$ cat src/rtl/emb_deser_pkg.sv
package emb_deser_pkg;
  typedef enum logic {
    ST_HUNT = 1'b0,
    ST_LOCK = 1'b1
  } lock_st_e;
endpackage

$ cat src/rtl/emb_deser_framer.sv
module emb_deser_framer #(
  parameter int PAY_W = 10
) (
  input  logic             clk,
  input  logic             pwrdn_n,
  input  logic             ser_in,
  input  logic             slip_req,
  output logic             frame_end,
  output logic             frame_ok,
  output logic [PAY_W-1:0] payload
);
  localparam int FW = PAY_W + 2;
  localparam int CW = $clog2(FW);

  logic [FW-1:0] sr_q, sr_nxt;
  logic [CW-1:0] cnt_q;
  logic          slip_pend_q;

  // newest bit enters at the top; the oldest (start) ends at bit 0
  assign sr_nxt    = {ser_in, sr_q[FW-1:1]};
  assign frame_end = (cnt_q == CW'(FW-1));
  assign frame_ok  = sr_nxt[0] & ~sr_nxt[FW-1];
  assign payload   = sr_nxt[FW-2:1];

  always_ff @(posedge clk or negedge pwrdn_n) begin
    if (!pwrdn_n) begin
      sr_q        <= '0;
      cnt_q       <= '0;
      slip_pend_q <= 1'b0;
    end else begin
      sr_q <= sr_nxt;
      if (slip_pend_q) begin
        // hold the count one bit: the window moves one bit later
        slip_pend_q <= 1'b0;
      end else if (frame_end) begin
        cnt_q       <= '0;
        slip_pend_q <= slip_req;
      end else begin
        cnt_q <= cnt_q + 1'b1;
      end
    end
  end
endmodule

$ cat src/rtl/emb_deser_lock.sv
module emb_deser_lock
  import emb_deser_pkg::*;
#(
  parameter int LOCK_FRAMES = 8,
  parameter int LOSS_FRAMES = 4
) (
  input  logic clk,
  input  logic pwrdn_n,
  input  logic frame_end,
  input  logic frame_ok,
  output logic locked,
  output logic locked_nxt,
  output logic slip_req
);
  localparam int GW = $clog2(LOCK_FRAMES + 1);
  localparam int BW = $clog2(LOSS_FRAMES + 1);

  lock_st_e      st_q, st_nxt;
  logic [GW-1:0] good_q, good_nxt;
  logic [BW-1:0] bad_q, bad_nxt;

  always_comb begin
    st_nxt   = st_q;
    good_nxt = good_q;
    bad_nxt  = bad_q;
    slip_req = 1'b0;
    if (frame_end) begin
      if (st_q == ST_HUNT) begin
        if (frame_ok) begin
          if (good_q == GW'(LOCK_FRAMES - 1)) begin
            st_nxt   = ST_LOCK;
            good_nxt = '0;
            bad_nxt  = '0;
          end else begin
            good_nxt = good_q + 1'b1;
          end
        end else begin
          good_nxt = '0;
          slip_req = 1'b1;
        end
      end else begin
        if (frame_ok) begin
          bad_nxt = '0;
        end else if (bad_q == BW'(LOSS_FRAMES - 1)) begin
          st_nxt   = ST_HUNT;
          bad_nxt  = '0;
          good_nxt = '0;
          slip_req = 1'b1;
        end else begin
          bad_nxt = bad_q + 1'b1;
        end
      end
    end
  end

  always_ff @(posedge clk or negedge pwrdn_n) begin
    if (!pwrdn_n) begin
      st_q   <= ST_HUNT;
      good_q <= '0;
      bad_q  <= '0;
    end else begin
      st_q   <= st_nxt;
      good_q <= good_nxt;
      bad_q  <= bad_nxt;
    end
  end

  assign locked     = (st_q == ST_LOCK);
  assign locked_nxt = (st_nxt == ST_LOCK);
endmodule

$ cat src/rtl/emb_deser_wordout.sv
module emb_deser_wordout #(
  parameter int PAY_W = 10
) (
  input  logic             clk,
  input  logic             pwrdn_n,
  input  logic             frame_end,
  input  logic             locked_nxt,
  input  logic             en,
  input  logic             strb_fall,
  input  logic [PAY_W-1:0] payload,
  output logic [PAY_W-1:0] word_q,
  output logic             word_vld,
  output logic             word_strb
);
  localparam int FW   = PAY_W + 2;
  localparam int CW   = $clog2(FW);
  localparam int HALF = FW / 2;

  logic [PAY_W-1:0] data_q;
  logic             vld_q;
  logic [CW-1:0]    ph_q;
  logic             take;

  assign take = frame_end & locked_nxt;

  always_ff @(posedge clk or negedge pwrdn_n) begin
    if (!pwrdn_n) begin
      data_q <= '0;
      vld_q  <= 1'b0;
      ph_q   <= '0;
    end else begin
      vld_q <= take;
      if (take) begin
        data_q <= payload;
        ph_q   <= '0;
      end else if (ph_q != CW'(FW-1)) begin
        ph_q <= ph_q + 1'b1;
      end
    end
  end

  assign word_q    = en ? data_q : '0;
  assign word_vld  = vld_q;
  assign word_strb = en & ((ph_q >= CW'(HALF)) ^ strb_fall);
endmodule

$ cat src/rtl/emb_clk_deser.sv
module emb_clk_deser #(
  parameter int PAY_W       = 10,
  parameter int LOCK_FRAMES = 8,
  parameter int LOSS_FRAMES = 4
) (
  input  logic             clk,
  input  logic             pwrdn_n,
  input  logic             ser_in,
  input  logic             strb_fall,
  output logic [PAY_W-1:0] word_q,
  output logic             word_vld,
  output logic             word_strb,
  output logic             lock_n,
  output logic             out_en
);
  logic             frame_end, frame_ok, slip_req;
  logic             locked, locked_nxt;
  logic [PAY_W-1:0] payload;

  emb_deser_framer #(.PAY_W(PAY_W)) u_framer (
    .clk       (clk),
    .pwrdn_n   (pwrdn_n),
    .ser_in    (ser_in),
    .slip_req  (slip_req),
    .frame_end (frame_end),
    .frame_ok  (frame_ok),
    .payload   (payload)
  );

  emb_deser_lock #(
    .LOCK_FRAMES (LOCK_FRAMES),
    .LOSS_FRAMES (LOSS_FRAMES)
  ) u_lock (
    .clk        (clk),
    .pwrdn_n    (pwrdn_n),
    .frame_end  (frame_end),
    .frame_ok   (frame_ok),
    .locked     (locked),
    .locked_nxt (locked_nxt),
    .slip_req   (slip_req)
  );

  emb_deser_wordout #(.PAY_W(PAY_W)) u_out (
    .clk        (clk),
    .pwrdn_n    (pwrdn_n),
    .frame_end  (frame_end),
    .locked_nxt (locked_nxt),
    .en         (locked),
    .strb_fall  (strb_fall),
    .payload    (payload),
    .word_q     (word_q),
    .word_vld   (word_vld),
    .word_strb  (word_strb)
  );

  assign lock_n = ~locked;
  assign out_en = locked;
endmodule

$ cat config.mk
export PLATFORM = sky130hd
export DESIGN_NAME = emb_clk_deser
export DESIGN_NICKNAME = d
export VERILOG_FILES = /design/src/rtl/emb_deser_pkg.sv /design/src/rtl/emb_deser_framer.sv /design/src/rtl/emb_deser_lock.sv /design/src/rtl/emb_deser_wordout.sv /design/src/rtl/emb_clk_deser.sv
export SDC_FILE = /design/constraint.sdc
export NUM_CORES = 1
export LEC_CHECK = 0
export BUFFER_PORTS_ARGS = -buffer_cell sky130_fd_sc_hd__clkbuf_2
export CAP_MARGIN = 25
export CORE_ASPECT_RATIO = 0.6
export CORE_MARGIN = 10
export CORE_UTILIZATION = 57
export DETAILED_ROUTE_END_ITERATION = 10
export PLACE_DENSITY = 0.87
export SLEW_MARGIN = 0
export SYNTH_ARGS = -nofsm -noshare
export SYNTH_HDL_FRONTEND = slang
export SYNTH_SLANG_ARGS = --single-unit
$ cat constraint.sdc
create_clock -name clk -period 2.2 [get_ports clk]
set_input_delay 0.22 -clock clk [delete_from_list [all_inputs] [get_ports clk]]
set_output_delay 0.22 -clock clk [all_outputs]
set_load 0.01 [all_outputs]
After elaboration in Yosys (flattened, before gate mapping)
Index checks and enable logic that the tools add are counted.

storage, ports and cells
  word-level logic and storage cells = 57
  bits in latches = 0
  memories = 0
  bits in writable memories = 0
  output and inout port bits = 14
  bits in read-only memories = 0
  bits in registers = 40
  input port bits = 4

cells by class
  order comparisons = 1
  bitwise logic cells = 6
  $add $sub $neg = 4
  equality and inequality tests = 6
  multipliers = 0
  reductions and logical operators = 5
  divide/modulo/power cells = 0
  muxes and demuxes = 26
  shift operators = 0

operators with widths
  operator                                                            number
  two-way mux 4 bit                                                   8
  two-way mux 3 bit                                                   5
  adder 4 x 1 -> 4 bit (second input constant)                        3
  two-way mux 1 bit                                                   12
  two-way mux 10 bit                                                  1
  AND reduction 3 bit                                                 2
  nonzero test 2 bit                                                  3
  equality test 4 x 3 -> 1 bit (second input constant)                1
  equality test 4 bit (second input constant)                         1
  greater-or-equal comparator 4 x 3 -> 1 bit (second input constant)  1
  inequality test 2 bit (second input constant)                       2
  inequality test 4 bit (second input constant)                       1
  adder 3 x 1 -> 3 bit (second input constant)                        1
  bitwise AND 1 bit                                                   3
  equality test 3 x 2 -> 1 bit (second input constant)                1
  NOT 1 bit                                                           2
  XOR 1 bit                                                           1

Longest topological paths before layout
Gate-level depths: netlist (run 1).

  depth after elaboration = 7
  mapped depth = 6
  gate-level depth less buffers = 6

Hierarchy
A second synthesis (run 1) with hierarchy kept.

second synthesis, totals
  cells, all modules = 144
  area, all modules = 1,803.0 µm²

modules (own cells, without submodules)
  module             times used  cells each  seq. area each (µm²)  area an instance (µm²)
  emb_deser_wordout  1           57          375.4                 734.5
  emb_deser_framer   1           43          400.4                 604.3
  emb_deser_lock     1           43          200.2                 460.4
  emb_clk_deser      1           1           0.0                   3.8

Worst setup path before layout (run 1)
No wires, ideal clock.

  kind = register -> register
  from = register u_lock.good_q[0]
  to = register u_out.data_q[0]
  cell stages (with the launch flop) = 7
  arrival time = 1,504 ps
  path slack = 571 ps
  period minus slack after synthesis = 1,629 ps
  setup time = 125 ps
  cell sequence = dfrtp_1 -> ha_1 -> and3b_2 -> nand2_2 -> a21oi_4 -> buf_12 -> mux2_4

between the ends
  cells in the longest elaborated chain, start to end = 6

RTL lines
  item                          line                     source
  start: declaration            emb_deser_lock.sv:19     logic [GW-1:0] good_q, good_nxt;
  start signal: assignment      emb_deser_lock.sv:63     good_q <= good_nxt;
  equality test 4 x 3 -> 1 bit  emb_deser_lock.sv:30     if (good_q == GW'(LOCK_FRAMES - 1)) begin
  two-way mux 1 bit             emb_deser_lock.sv:30
  two-way mux 1 bit             emb_deser_lock.sv:29     if (frame_ok) begin
  two-way mux 1 bit             emb_deser_lock.sv:28     if (st_q == ST_HUNT) begin
  two-way mux 1 bit             emb_deser_lock.sv:27     if (frame_end) begin
  bitwise AND 1 bit             emb_deser_wordout.sv:24  assign take = frame_end & locked_nxt;
  named net u_out.take          emb_deser_wordout.sv:22  logic take;
  end signal: assignment        emb_deser_wordout.sv:34  data_q <= payload;
  end: declaration              emb_deser_wordout.sv:19  logic [PAY_W-1:0] data_q;

The timed path passes the listed nets, and every way through them passes these cells.
A chain may end at the register's enable or synchronous reset.

Worst setup path after layout (run 1)
  from = register u_lock.good_q[0]
  to = register u_out.data_q[6]

between the ends
  cells in the longest elaborated chain, start to end = 6

RTL lines
  item                          line
  equality test 4 x 3 -> 1 bit  emb_deser_lock.sv:30
  two-way mux 1 bit             emb_deser_lock.sv:30
  two-way mux 1 bit             emb_deser_lock.sv:29
  two-way mux 1 bit             emb_deser_lock.sv:28
  two-way mux 1 bit             emb_deser_lock.sv:27
  bitwise AND 1 bit             emb_deser_wordout.sv:24

Every way passes these cells.

==> impl_metrics.py, run 1 <==
metrics = {
    "clocking": {
        "postCtsHoldBufs": 0,
        "numCtsBuffers": 5,
        "numClockSinks": 39,
        "cts_setup_buffers": 0,
        "cts_tree": "built",
        "htreeDepth": 2,
        "clkTransAtPathRegs_ns": 0.07,
        "cts_buffer_depth": 2,
        "cts_resized": 0,
        "clock_latency_ns": 0.29,
        "cts_root_buffer": "clkbuf_8",
    },
    "die": {
        "start_util_pct": 58.86,
        "row_count": 15,
        "core_um2": 2853,
        "dieArea_um2": 5588,
        "dieHeight_um": 62.04,
        "die_width_um": 90.07,
        "ioPinCount": 18,
    },
    "critical_path": {
        "cp_cell_sequence": "ha_1 > and3b_2 > nand2_2 > a21oi_4 > mux2_2",
        "r2r-start": "u_lock.good_q[0]$_DFFE_PN0P_",
        "worstPathArrival_ns": 2.09,
        "slowest_delay_ns": 0.48,
        "timing.rr.end": "u_out.data_q[6]$_DFFE_PN0P_",
        "crit_path_start_kind": "flop",
        "regToRegSetupSlack_ns": 0.29,
        "worstPathMaxFanout": 15,
        "r2r_cells": 5,
        "critPathRequiredTime_ns": 2.38,
        "worst_setup_path_end_kind": "flop",
        "critical_path_class": "flop to flop",
        "crit_slowest_cell": "a21oi_4",
    },
    "power_and_ir_drop": {
        "vdd_drop_max_uv": 772.1,
        "powerDensity_nw_per_um2": 1238,
        "total_power_mw": 2.369,
        "p_leak_nw": 0.9017,
    },
    "timing": {
        "final.setup.tns_ns": 0,
        "final_hold_viol_count": 0,
        "min_period_ns": 1.907,
        "slew_viol_final": 0,
        "whs_ns": 0.05301,
        "setup_ws_ns": 0.2925,
        "setup_viol_count_final": 0,
        "tightestPinTransition_ns": 0.9176,
        "slew_headroom_pct": 38.83,
        "period_share_pct": 86.70,
        "rsz0062_at_grt": "false",
        "skew_ns": 0.004496,
        "fmax_ghz": 0.5243,
    },
    "status": {
        "status": "completed",
    },
    "hold_path": {
        "hold_path_class": "input pin to async pin",
    },
    "synth": {
        "ys_ff_latch": 39,
        "synth_top_area_cell": "dfrtp_1",
        "syn-num-nets": 142,
        "synthArstFlopShare_pct": 100.0,
        "avgSynthCellArea_um2": 12.62,
        "ys_types": 35,
        "syn_inst": 133,
        "synth_edf_count": 0,
        "synth_top_flop_cell": "dfrtp_1",
        "synth_area_um2": 1679,
        "synth.area.top_cells": "dfrtp_1 (58%), mux2_2 (5.4%), mux2_4 (4.5%)",
        "synth_top_area_share_pct": 58.12,
        "ys_seq_area_share_pct": 58.12,
        "yosys_warnings": 0,
    },
    "drt": {
        "wl_per_cell_um": 16.43,
        "drtIter0Drc": 111,
        "vias": 1058,
        "drt_first_pass_iters": 4,
        "vias_per_cell": 5.343,
        "post-route-drc-count": 0,
        "antenna_left": 0,
        "routed_wirelength_um": 3253,
    },
    "cells_and_area": {
        "diodes": 0,
        "syn_to_final_growth_pct": 14.01,
        "nNetsFinal": 164,
        "n_fill_cell": 201,
        "drive_gt1_share_pct": 29.49,
        "utilization_pct": 67.11,
    },
    "global_routing": {
        "grt.total_usage_pct": 12.84,
        "grt_max_degree": 40,
        "antenna_found_initial": 0,
        "grt_pass1_vias": 1146,
        "grt_pass1_wl_um": 5568,
        "grt.overflow.total": 0,
    },
    "placed_design": {
        "gp_routability_congestion": 0.8119,
        "place_hpwl_um": 2201,
        "preCtsSetupSlack_ns": 0.3027,
        "numPortBuffers": 17,
    },
    "run": {
        "maxCapViolations": 0,
    },
}
==> cell type report <==
cell class	count	area (um^2)	share of cell area, %
clock buffer	6	82.58	4.314
tap	42	52.55	2.745
timing repair buffer	18	92.59	4.837
multi-input combinational	87	660.6	34.51
sequential	39	975.9	50.98
clock inverter	2	35.03	1.830
inverter	4	15.01	0.7843
==> cells in the mapped netlist, types with 2 or more instances <==
library cell	number
o21ai_0	6
and2_1	10
mux2_2	8
xnor2_1	2
inv_1	4
o2bb2ai_1	2
clkbuf_1	2
mux2_4	5
a22o_1	2
nor3_1	5
a21o_1	2
nand2b_1	3
ha_1	5
nor2b_1	2
dfrtp_1	39
nand2_1	3
a21oi_1	5
nor2_1	10
nand3_1	2
==> layer usage <==
layer / wire length, um / track usage (%) / vias to the layer above
met2: 1636 / 21.40 / 29
met5: 0 / 0 / -
li1: - / - / 501
met4: 23 / 5.180 / 0
met3: 155 / 5.396 / 4
met1: 1437 / 14.76 / 524
==> registers in the layout, indices dropped and copies added, names as in the netlist <==
signal	cells
u_framer.cnt_q	4
u_out.data_q	10
u_lock.good_q	4
u_lock.bad_q	3
u_framer.sr_q	11
u_out.word_vld	1
u_lock.locked	1
u_framer.slip_pend_q	1
u_out.ph_q	4
==> logic make-up after synthesis <==
logic type | Yosys count | synth area share [%]
AND/OR/NAND/NOR | 42 | 14.01
flip-flops | 39 | 58.12
AO/OA/AOI/OAI | 23 | 9.613
multiplexers | 14 | 10.43
buffers and inverters | 7 | 2.533
adder cells (fa/ha/maj) | 5 | 3.726
XOR/XNOR | 3 | 1.565
==> critical path, delay by kind of cell (launching register included) <==
kind / cells / cell delay, ns
DFF: 1 / 0.39
and+or+nand+nor: 2 / 0.31
AOI/OAI and AO/OA: 1 / 0.48
adders and majority gates: 1 / 0.21
muxes: 1 / 0.40
==> power breakdown <==
| part | switching, mW | total (mW) | internal (mW) |
|---|---|---|---|
| Combinational | 0.333 | 0.710 | 0.377 |
| Sequential | 0.147 | 1.05 | 0.903 |
| Clock | 0.242 | 0.608 | 0.367 |
| Total | 0.722 | 2.37 | 1.65 |
==> worst max path at each step <==
stage	slack, ns	endpoint	start	cells after the start
2_1_floorplan	0.57	u_out.data_q[0]$_DFFE_PN0P_	u_lock.good_q[0]$_DFFE_PN0P_	6
3_3_place_gp	0.39	u_out.data_q[5]$_DFFE_PN0P_	u_lock.good_q[0]$_DFFE_PN0P_	5
3_5_place_dp	0.30	u_out.data_q[6]$_DFFE_PN0P_	u_lock.good_q[0]$_DFFE_PN0P_	5
4_1_cts	0.28	u_out.data_q[6]$_DFFE_PN0P_	u_lock.good_q[0]$_DFFE_PN0P_	5
5_1_grt	0.18	u_out.data_q[6]$_DFFE_PN0P_	u_framer.cnt_q[0]$_DFFE_PN0N_	4
6_report	0.29	u_out.data_q[6]$_DFFE_PN0P_	u_lock.good_q[0]$_DFFE_PN0P_	5
==> stage by stage <==
stage | instances | instance area (um^2)
after floorplan | 133 | 1679
after global placement | 190 | 1797
after detailed placement | 190 | 1797
after CTS | 198 | 1914
after global routing | 198 | 1914
final | 198 | 1914
==> placed cells by master, fill, tap and decap left out, types with 3 or more instances in the layout <==
master	instances
dfrtp_1	39
clkbuf_2	17
and2_1	10
nor2_1	10
mux2_2	8
o21ai_0	6
clkbuf_8	6
a21oi_1	5
mux2_4	5
nor3_1	5
ha_1	5
inv_1	4
nand2b_1	3
nand2_1	3
Note: power is estimated with default switching activity, not from simulation.
==> run 2: changes to the inputs <==
Settings changed: CORE_UTILIZATION 57 to 35, PLACE_DENSITY 0.87 to 0.61.
==> run 2 against run 1 <==
Setup slack barely moved. Die area rose by 44%. Hold slack improved by 0.033 ns. Global-route usage fell by 4.3 points. Sequential share of layout area fell by 0.30 points. Clock power fell by 29%. Clock skew fell by 0.0012 ns. Count of clock-buffer cells in the layout did not move. Register-to-register slack barely moved. Non-clock buffer count rose by 2. Sequential cell count did not move. Core utilization fell by 25 points. Largest cell class unchanged. Highest routed layer unchanged.
==> impl_metrics.py, run 2 (synthesis results as in run 1) <==
metrics = {
    "status": {
        "status": "completed",
    },
    "critical_path": {
        "r2r-start": "u_lock.good_q[0]$_DFFE_PN0P_",
        "r2r_cells": 5,
        "regToRegSetupSlack_ns": 0.29,
        "critical_path_class": "flop to flop",
        "worstPathMaxFanout": 15,
        "crit_path_start_kind": "flop",
        "worst_setup_path_end_kind": "flop",
        "worstPathArrival_ns": 2.07,
        "critPathRequiredTime_ns": 2.37,
        "timing.rr.end": "u_out.data_q[8]$_DFFE_PN0P_",
    },
    "cells_and_area": {
        "design_area_um2": 1926,
        "multi_input_area_um2": 660.6,
        "nNetsFinal": 166,
        "syn_to_final_growth_pct": 14.68,
        "diodes": 0,
        "n_fill_cell": 448,
        "reg.largest.list": "u_framer.sr_q: 11 flops, u_out.data_q: 10 flops",
        "layout_common_cells": "dfrtp_1 (39), clkbuf_2 (17), and2_1 (10), nor2_1 (10), mux2_2 (8)",
        "seq_area_um2": 975.9,
        "mostFrequentLayoutCell": "dfrtp_1",
        "largest_register_ffs": 11,
        "regMostFlops": "u_framer.sr_q",
        "drive_gt1_share_pct": 28.21,
    },
    "timing": {
        "skew_ns": 0.003268,
        "rsz0062_at_grt": "false",
        "period_share_pct": 86.72,
        "setup_viol_count_final": 0,
        "slew_headroom_pct": 64.52,
        "final_hold_viol_count": 0,
        "final.setup.tns_ns": 0,
        "slew_viol_final": 0,
        "fmax_ghz": 0.5242,
        "tightestPinTransition_ns": 0.5311,
        "min_period_ns": 1.908,
    },
    "power_and_ir_drop": {
        "combPwrFrac_pct": 32.3,
        "powerDensity_nw_per_um2": 1132,
        "seq_power_share_pct": 47.8,
        "p_leak_nw": 0.8912,
        "sw_frac_of_total_pct": 31.31,
        "vdd_drop_max_uv": 540.5,
        "switchingPower_uw": 682.5,
        "clock_power_share_pct": 19.9,
        "power.internal_mw": 1.497,
        "total_power_mw": 2.180,
    },
    "clocking": {
        "cts_root_buffer": "clkbuf_8",
        "htreeDepth": 2,
        "cts_tree": "built",
        "numClockSinks": 39,
        "postCtsHoldBufs": 0,
        "cts_resized": 0,
        "clkTransAtPathRegs_ns": 0.07,
        "numCtsBuffers": 5,
        "clock_latency_ns": 0.28,
        "cts_setup_buffers": 0,
        "cts_buffer_depth": 2,
    },
    "die": {
        "core_um2": 4612,
        "dieHeight_um": 73.65,
        "dieArea_um2": 8059,
        "start_util_pct": 36.41,
        "die_width_um": 109.4,
        "ioPinCount": 18,
        "row_count": 19,
    },
    "run": {
        "maxCapViolations": 0,
    },
    "global_routing": {
        "grt_pass1_vias": 1126,
        "grt_max_degree": 40,
        "grt.overflow.total": 0,
        "grt.total_usage_pct": 8.577,
        "antenna_found_initial": 0,
        "grt_pass1_wl_um": 5319,
    },
    "hold_path": {
        "hold_depth": 1,
        "hold_path_class": "input pin to flop",
        "min_from": "ser_in",
        "min_to": "u_framer.sr_q[11]$_DFF_PN0_",
    },
    "drt": {
        "drt_first_pass_iters": 4,
        "drtIter0Drc": 83,
        "antenna_left": 0,
        "vias": 1059,
        "vias_per_cell": 4.836,
        "routed_wirelength_um": 3153,
        "post-route-drc-count": 0,
        "wl_per_cell_um": 14.40,
    },
    "placed_design": {
        "gp_routability_congestion": 0.7155,
        "dpl_cell_area_um2": 1823,
        "numPortBuffers": 17,
        "place_hpwl_um": 2240,
    },
}
## run 2: cell count changes in the layout (fill, tap and decap cells not counted), sizes merged
cell,change
buf,+1
bufinv,-1
clkinv,-1
dlygate4sd3,+1
## run 2: cell type report
cell class | count | area share, %
inverters | 4 | 0.7797
clock buffers | 6 | 3.769
flip-flops and latches | 39 | 50.68
well taps | 63 | 4.094
repair buffers | 20 | 6.368
multi-input cells | 87 | 34.31
## run 2: worst max-delay path: stages (launching register included)
cell and delay [ns]:
dfrtp_1 0.39, ha_1 0.21, and3b_2 0.23, nand2_2 0.09, a21oi_4 0.47, mux2_2 0.40
## run 2: power by group through the flow
stage | registers (mW) | clock network, mW | logic [mW]
floorplan | 1.01 | 0 | 0.517
global placement | 1.04 | 0 | 0.685
detailed placement | 1.05 | 0 | 0.713
CTS | 1.04 | 0.451 | 0.717
global route | 1.07 | 0.485 | 0.795
finish | 1.04 | 0.434 | 0.705
## run 2: routing by layer
metal | GRT usage (%) | vias to the layer above | part of all wire, % | routed length (um)
li1 | - | 504 | - | -
met1 | 10.20 | 525 | 47 | 1479
met2 | 13.11 | 25 | 45 | 1417
met3 | 4.367 | 5 | 7.2 | 228
met4 | 3.017 | 0 | 0.92 | 29
met5 | 0 | - | 0 | 0
## run 2: worst max path at each step
stage	from	endpoint	slack, ns
2_1_floorplan	u_lock.good_q[0]$_DFFE_PN0P_	u_out.data_q[0]$_DFFE_PN0P_	0.57
3_5_place_dp	u_lock.good_q[1]$_DFFE_PN0P_	u_out.data_q[8]$_DFFE_PN0P_	0.27
5_1_grt	u_framer.cnt_q[0]$_DFFE_PN0N_	u_out.data_q[8]$_DFFE_PN0P_	0.17
3_3_place_gp	u_lock.good_q[0]$_DFFE_PN0P_	u_out.data_q[7]$_DFFE_PN0P_	0.39
4_1_cts	u_lock.good_q[1]$_DFFE_PN0P_	u_out.data_q[8]$_DFFE_PN0P_	0.26
6_report	u_lock.good_q[0]$_DFFE_PN0P_	u_out.data_q[8]$_DFFE_PN0P_	0.29
## run 2: stage by stage
stage	hold WS (ns)	worst slack [ns]	util [%]	std cells
CTS	0.07663	0.2552	41.10	217
global route	0.07887	0.1690	41.75	219
floorplan	-0.07559	0.5712	-	133
detailed placement	0.3614	0.2726	39.53	211
global placement	0.3584	0.3890	39.53	211
finish	0.08646	0.2922	41.75	219
